--- src/rtl/cfg_crc_pkg.sv ---
package cfg_crc_pkg;
  // What an accepted payload word does to the checksum engine
  typedef enum logic [2:0] {
    WC_DROP   = 3'd0,
    WC_ACCUM  = 3'd1,
    WC_CLEAR  = 3'd2,
    WC_EXP_HI = 3'd3,
    WC_EXP_LO = 3'd4
  } word_class_e;
endpackage

--- src/rtl/ccrc_tracker.sv ---
module ccrc_tracker
  import cfg_crc_pkg::*;
#(
  parameter int ADDR_W = 6,
  parameter int DATA_W = 16,
  parameter int CNT_W  = 11,
  parameter logic [ADDR_W-1:0] CRC_ADDR  = 6'h00,
  parameter logic [ADDR_W-1:0] FDRI_ADDR = 6'h02,
  parameter logic [ADDR_W-1:0] CMD_ADDR  = 6'h05,
  parameter logic [DATA_W-1:0] RCRC_CODE = 16'h0007
) (
  input  logic              clk,
  input  logic              rst_n,
  input  logic              beat_en,
  input  logic              beat_hdr,
  input  logic              beat_write,
  input  logic [ADDR_W-1:0] beat_addr,
  input  logic [CNT_W-1:0]  beat_count,
  input  logic [DATA_W-1:0] beat_data,
  input  logic              auto_en,
  output word_class_e       word_cls,
  output logic [ADDR_W-1:0] cur_addr
);
  logic              wr_q, wr_d;
  logic [ADDR_W-1:0] addr_q, addr_d;
  logic [CNT_W-1:0]  rem_q, rem_d;
  logic [1:0]        idx_q, idx_d;
  logic              skip_q, skip_d;
  logic [1:0]        pend_q, pend_d;
  word_class_e       cls;

  // Classification of the current payload beat
  always_comb begin
    cls = WC_DROP;
    if (rem_q != '0) begin
      if (!wr_q)                   cls = WC_DROP;
      else if (addr_q == CRC_ADDR) cls = (idx_q == 2'd0) ? WC_EXP_HI :
                                         (idx_q == 2'd1) ? WC_EXP_LO : WC_DROP;
      else if (addr_q == CMD_ADDR) begin
        if (idx_q == 2'd0 && beat_data == RCRC_CODE) cls = WC_CLEAR;
        else if (skip_q)                              cls = WC_DROP;
        else                                          cls = WC_ACCUM;
      end else                     cls = WC_ACCUM;
    end else if (pend_q == 2'd2)   cls = WC_EXP_HI;
    else if (pend_q == 2'd1)       cls = WC_EXP_LO;
  end

  assign word_cls = (beat_en && !beat_hdr) ? cls : WC_DROP;
  assign cur_addr = addr_q;

  // Next packet-tracking state
  always_comb begin
    wr_d = wr_q; addr_d = addr_q; rem_d = rem_q;
    idx_d = idx_q; skip_d = skip_q; pend_d = pend_q;
    if (beat_hdr) begin
      wr_d = beat_write; addr_d = beat_addr; rem_d = beat_count;
      idx_d = 2'd0; skip_d = 1'b0; pend_d = 2'd0;
    end else if (rem_q != '0) begin
      rem_d = rem_q - 1'b1;
      if (idx_q != 2'd2) idx_d = idx_q + 2'd1;
      if (cls == WC_CLEAR) skip_d = 1'b1;
      if (wr_q && addr_q == FDRI_ADDR && rem_q == CNT_W'(1) && auto_en)
        pend_d = 2'd2;
    end else if (pend_q != 2'd0) begin
      pend_d = pend_q - 2'd1;
    end
  end

  always_ff @(posedge clk or negedge rst_n) begin
    if (!rst_n) begin
      wr_q <= 1'b0; addr_q <= '0; rem_q <= '0;
      idx_q <= 2'd0; skip_q <= 1'b0; pend_q <= 2'd0;
    end else if (beat_en) begin
      wr_q <= wr_d; addr_q <= addr_d; rem_q <= rem_d;
      idx_q <= idx_d; skip_q <= skip_d; pend_q <= pend_d;
    end
  end
endmodule

--- src/rtl/ccrc_lfsr.sv ---
module ccrc_lfsr #(
  parameter int DATA_W = 16,
  parameter int ADDR_W = 6,
  parameter int CRC_W  = 32,
  parameter logic [CRC_W-1:0] POLY = 32'h1EDC6F41
) (
  input  logic                       clk,
  input  logic                       rst_n,
  input  logic                       load,
  input  logic [DATA_W+ADDR_W-1:0]   load_bits,
  input  logic                       clear,
  output logic                       busy,
  output logic [CRC_W-1:0]           crc
);
  localparam int SHIFT_W = DATA_W + ADDR_W;
  localparam int BC_W    = $clog2(SHIFT_W + 1);

  logic [SHIFT_W-1:0] sh_q, sh_d;
  logic [BC_W-1:0]    cnt_q, cnt_d;
  logic [CRC_W-1:0]   crc_q, crc_d;
  logic               fb;

  assign fb = crc_q[CRC_W-1] ^ sh_q[0];

  always_comb begin
    sh_d = sh_q; cnt_d = cnt_q; crc_d = crc_q;
    if (clear) crc_d = '0;
    if (load) begin
      sh_d  = load_bits;
      cnt_d = BC_W'(SHIFT_W);
    end else if (cnt_q != '0) begin
      crc_d = {crc_q[CRC_W-2:0], 1'b0} ^ (fb ? POLY : '0);
      sh_d  = sh_q >> 1;
      cnt_d = cnt_q - 1'b1;
    end
  end

  always_ff @(posedge clk or negedge rst_n) begin
    if (!rst_n) begin
      sh_q <= '0; cnt_q <= '0; crc_q <= '0;
    end else begin
      sh_q <= sh_d; cnt_q <= cnt_d; crc_q <= crc_d;
    end
  end

  assign busy = (cnt_q != '0);
  assign crc  = crc_q;
endmodule

--- src/rtl/ccrc_compare.sv ---
module ccrc_compare #(
  parameter int DATA_W = 16,
  parameter int CRC_W  = 2 * DATA_W
) (
  input  logic              clk,
  input  logic              rst_n,
  input  logic              hi_en,
  input  logic              lo_en,
  input  logic [DATA_W-1:0] word,
  input  logic [CRC_W-1:0]  crc_in,
  output logic              ok,
  output logic              err,
  output logic [CRC_W-1:0]  last
);
  logic [DATA_W-1:0] hi_q;
  logic              ok_d, err_d, match;
  logic [CRC_W-1:0]  expect_v;

  assign expect_v = CRC_W'({hi_q, word});
  assign match    = (expect_v == crc_in);

  always_comb begin
    ok_d  = lo_en &&  match;
    err_d = lo_en && !match;
  end

  always_ff @(posedge clk or negedge rst_n) begin
    if (!rst_n) begin
      hi_q <= '0; ok <= 1'b0; err <= 1'b0; last <= '0;
    end else begin
      ok  <= ok_d;
      err <= err_d;
      if (hi_en) hi_q <= word;
      if (lo_en) last <= crc_in;
    end
  end
endmodule

--- src/rtl/cfg_crc_accum.sv ---
module cfg_crc_accum
  import cfg_crc_pkg::*;
#(
  parameter int DATA_W = 16,
  parameter int ADDR_W = 6,
  parameter int CNT_W  = 11,
  parameter int CRC_W  = 32,
  parameter logic [CRC_W-1:0]  POLY      = 32'h1EDC6F41,
  parameter logic [ADDR_W-1:0] CRC_ADDR  = 6'h00,
  parameter logic [ADDR_W-1:0] FDRI_ADDR = 6'h02,
  parameter logic [ADDR_W-1:0] CMD_ADDR  = 6'h05,
  parameter logic [DATA_W-1:0] RCRC_CODE = 16'h0007
) (
  input  logic              clk,
  input  logic              rst_n,
  input  logic              auto_crc_en,
  input  logic              in_valid,
  output logic              in_ready,
  input  logic              in_hdr,
  input  logic              in_write,
  input  logic [ADDR_W-1:0] in_addr,
  input  logic [CNT_W-1:0]  in_count,
  input  logic [DATA_W-1:0] in_data,
  output logic [CRC_W-1:0]  crc_now,
  output logic              crc_ok,
  output logic              crc_err,
  output logic [CRC_W-1:0]  crc_last
);
  logic              accept, busy;
  word_class_e       cls;
  logic [ADDR_W-1:0] cur_addr;

  assign in_ready = !busy;
  assign accept   = in_valid && in_ready;

  ccrc_tracker #(
    .ADDR_W(ADDR_W), .DATA_W(DATA_W), .CNT_W(CNT_W),
    .CRC_ADDR(CRC_ADDR), .FDRI_ADDR(FDRI_ADDR),
    .CMD_ADDR(CMD_ADDR), .RCRC_CODE(RCRC_CODE)
  ) u_trk (
    .clk(clk), .rst_n(rst_n), .beat_en(accept), .beat_hdr(in_hdr),
    .beat_write(in_write), .beat_addr(in_addr), .beat_count(in_count),
    .beat_data(in_data), .auto_en(auto_crc_en),
    .word_cls(cls), .cur_addr(cur_addr)
  );

  ccrc_lfsr #(
    .DATA_W(DATA_W), .ADDR_W(ADDR_W), .CRC_W(CRC_W), .POLY(POLY)
  ) u_lfsr (
    .clk(clk), .rst_n(rst_n),
    .load(cls == WC_ACCUM), .load_bits({cur_addr, in_data}),
    .clear(cls == WC_CLEAR || cls == WC_EXP_LO),
    .busy(busy), .crc(crc_now)
  );

  ccrc_compare #(.DATA_W(DATA_W), .CRC_W(CRC_W)) u_cmp (
    .clk(clk), .rst_n(rst_n),
    .hi_en(cls == WC_EXP_HI), .lo_en(cls == WC_EXP_LO),
    .word(in_data), .crc_in(crc_now),
    .ok(crc_ok), .err(crc_err), .last(crc_last)
  );
endmodule

--- config.mk ---
export PLATFORM = sky130hd
export DESIGN_NAME = cfg_crc_accum
export DESIGN_NICKNAME = d
export VERILOG_FILES = /design/src/rtl/cfg_crc_pkg.sv /design/src/rtl/ccrc_tracker.sv /design/src/rtl/ccrc_lfsr.sv /design/src/rtl/ccrc_compare.sv /design/src/rtl/cfg_crc_accum.sv
export SDC_FILE = /design/constraint.sdc
export NUM_CORES = 1
export LEC_CHECK = 0
export ABC_AREA = 1
export ABC_CLOCK_PERIOD_IN_PS = 2100
export BUFFER_PORTS_ARGS = -buffer_cell sky130_fd_sc_hd__buf_4
export CORE_MARGIN = 2
export CORE_UTILIZATION = 51
export DETAILED_ROUTE_END_ITERATION = 10
export GPL_TIMING_DRIVEN = 0
export PLACE_DENSITY_LB_ADDON = 0.05
export SYNTH_ARGS = -nofsm -noshare
export SYNTH_HDL_FRONTEND = slang
export SYNTH_SLANG_ARGS = --single-unit
--- constraint.sdc ---
create_clock -name clk -period 2.1 [get_ports clk]
set_clock_uncertainty 0.05 [all_clocks]
set_input_delay 0.315 -clock clk [delete_from_list [all_inputs] [get_ports clk]]
set_output_delay 0.315 -clock clk [all_outputs]
set_load 0.03 [all_outputs]
==> flow_summary.yaml <==
drt:
  met1_length_um: 8000
  via_per_inst: 5.47
  postRouteAntennaNets: 0
  post-route-drc-count: 0
  drt_first_iter_violations: 626
  wl_met3_um: 1080
  wl_met2_um: 9310
  top_layer: "met4"
  routed_wl_um: 18700
  vias: 6164
  routedWlPerCell_um: 16.6
  firstDrtPassIters: 5
cells_and_area:
  drive_gt1_share_pct: 27.0
  final_common_cell: "nand2_1"
  nNetsFinal: 995
  most-common-layout-cells: "nand2_1, dfrtp_1, buf_4"
  area_delta_synth_final_pct: 33.9
  final_area_um2: 8840
  diodes: 0
  fillers: 1021
  instances_no_fill: 1127
die:
  die_y_um: 118
  fp.dieW_um: 118
  dieArea_um2: 13900
  start_util_pct: 52.3
  io_pins: 106
  rows: 41
  core_area_um2: 12600
power_and_ir_drop:
  ir_drop_uv: 794
  p_leak_nw: 4.49
  power_density_nw_per_um2: 1280
global_routing:
  grt_max_degree: 80
  grt_overflow: 0
  antenna_found_initial: 0
  grt.total_usage_pct: 26.6
  grt_first_pass_wirelength_um: 29200
  grt_pass1_vias: 5873
logic_synthesis:
  mappedNetlistNets: 847
  ys_seq_elements: 132
  syn_area_per_cell_um2: 8.27
  netlist-cell-type-count: 45
  synth-edff-count: 0
  async_reset_ff_share_pct: 100
  synthCells: 799
  seq_area_frac_synth_pct: 50.0
  synth_ff_type: "dfrtp_1"
  yosysWarnings: 0
  netlist_area_um2: 6610
clock_tree:
  cts.path.max_buffers: 2
  cts-root-buf: "clkbuf_16"
  cts_max_level: 4
  cts_buffers: 17
  cts_tree: "built"
  clk_pin_slew_worst_paths_ns: 0.05
  clk_latency_ns: 0.42
  cts_num_sinks: 132
sta:
  timing.final.ws_setup_ns: -0.0961
  worst_pin_slew_ns: 0.736
  post-route-min-period_ns: 2.20
  period_share_pct: 105
  fmax_mhz: 455
  hold_viol: 0
  whs_ns: 0.0789
  setup_viol_count_final: 99
  drv_slew: 0
  rsz0062_at_grt: "yes"
  slew_headroom_pct: 50.9
critical_path:
  r2r_cells: 12
  slowest_delay_ns: 0.39
  worst-path-max-fanout: 10
  critPathArrivalTime_ns: 2.45
  critical_path_class: "flip-flop to flip-flop"
  critPathLaunchType: "flip-flop"
  slowest_stage: "dfrtp_1"
  path_cells: "inv_2 -> ha_4 -> nand2_2 -> or2_4 -> nor2_4 -> buf_6 -> nand2_4 -> nor2_4 -> nand4_4 -> buf_4 -> nand4_1 -> nand2_1"
  cpMostUsedCell: "nor2_4"
  required_ns: 2.35
  end_kind: "flip-flop"
place:
  placed_cell_area_um2: 7630
  place_inst: 1076
  pre_cts_ws_ns: -0.304
  gp_congestion: 0.872
  place_hpwl_um: 13200
  portBuffers: 104
flow_run:
  cap_violations: 0
outcome:
  violations: "negative setup slack"
  status: "finished, violations left"
hold_path:
  hold_class: "primary input to flip-flop"
  hold_depth: 2
[cells in the mapped netlist (6+ instances only)]
cell type / number / area share [%]
buf_6: 6 / 1.0
dfrtp_1: 132 / 50
a21oi_1: 12 / 0.91
xnor2_1: 22 / 2.9
nand3_1: 68 / 5.2
o21ai_1: 11 / 0.83
nand4_1: 42 / 4.0
o21ai_0: 42 / 3.2
clkbuf_1: 19 / 1.1
nand2_1: 259 / 15
buf_2: 9 / 0.68
inv_1: 69 / 3.9
nor2_1: 32 / 1.8
ha_1: 9 / 1.7
[per-layer routing]
layer	global-route usage (%)	vias to the layer above
met5	0	-
met4	10.7	0
met3	4.84	29
met2	43.5	229
met1	35.2	3002
li1	-	2904
[cell type report]
type / count / area (um2) / area share, %
clock inverters: 6 / 82.6 / 0.934
repair buffers: 130 / 1150 / 13.0
multi-input cells: 555 / 3010 / 34.0
well taps: 172 / 215 / 2.43
inverters: 73 / 284 / 3.21
plain buffers: 38 / 345 / 3.90
clock buffers: 21 / 460 / 5.21
flip-flops and latches: 132 / 3300 / 37.3
[worst paths after layout]
| path | endpoint | slack, ns | from |
|---|---|---|---|
| min reg2reg | u_cmp.last[10] | 0.44 | u_cmp.last[10] |
| max | u_lfsr.crc[17] | -0.1 | u_lfsr.cnt_q[1] |
| min | u_trk.cur_addr[4] | 0.08 | in_addr[4] |
| min in group asynchronous | u_cmp.last[17] | 0.46 | rst_n |
| max in group asynchronous | u_lfsr.sh_q[14] | 0.82 | rst_n |
| max reg2reg | u_lfsr.crc[17] | -0.1 | u_lfsr.cnt_q[1] |
[critical path, delay by kind of cell, from the launching register on]
family | cells | cell delay [ns]
fa+ha+maj | 1 | 0.14
buf+inv | 3 | 0.45
flops | 1 | 0.39
simple gates | 8 | 1.04
[kinds of logic after synthesis]
kind of cell / count (synthesis) / share of synthesized area [%]
and+or+nand+nor: 431 / 29.4
DFF: 132 / 50.0
buffers and inverters: 112 / 7.33
AOI/OAI and AO/OA: 84 / 7.29
xor gates and xnor gates: 27 / 3.58
adders and majority gates: 9 / 1.70
muxes: 4 / 0.682
[timing repair]
item / 4_1_cts / 5_1_grt
gates cloned: 2 / 8
setup buffers: 10 / 4
resized for setup: 66 / 71
pin swaps: 12 / 3
endpoints found under the setup margin: 116 / 116
hold buffers: 1 / 0
endpoints found under the hold margin: 78 / 0
[sequential cells by signal, summed over array words and instances (netlist names)]
register,count
u_cmp.last,32
u_trk.cur_addr,6
u_lfsr.crc,32
u_lfsr.sh_q,22
u_lfsr.cnt_q,5
u_cmp.hi_q,16
u_trk.skip_q,1
u_trk.pend_q,2
u_cmp.err,1
u_trk.rem_q,11
u_cmp.ok,1
u_trk.idx_q,2
u_trk.wr_q,1
[through the flow]
step | total power [mW] | setup TNS [ns] | utilization, %
after global routing | 12.0 | -12.47 | 70.1
after detailed placement | 8.22 | -24.79 | 60.5
after global placement | 8.08 | -17.86 | 60.2
after floorplan | 6.70 | 0 | -
final | 11.3 | -4.60 | 70.1
after CTS | 11.2 | -1.65 | 67.5
[power by group]
group          switching [mW]  total (mW)  internal [mW]
combinational            2.68        4.34           1.66
clock                    1.03        2.80           1.77
sequential              0.890        4.16           3.27
(Power assumes the default switching activity.)
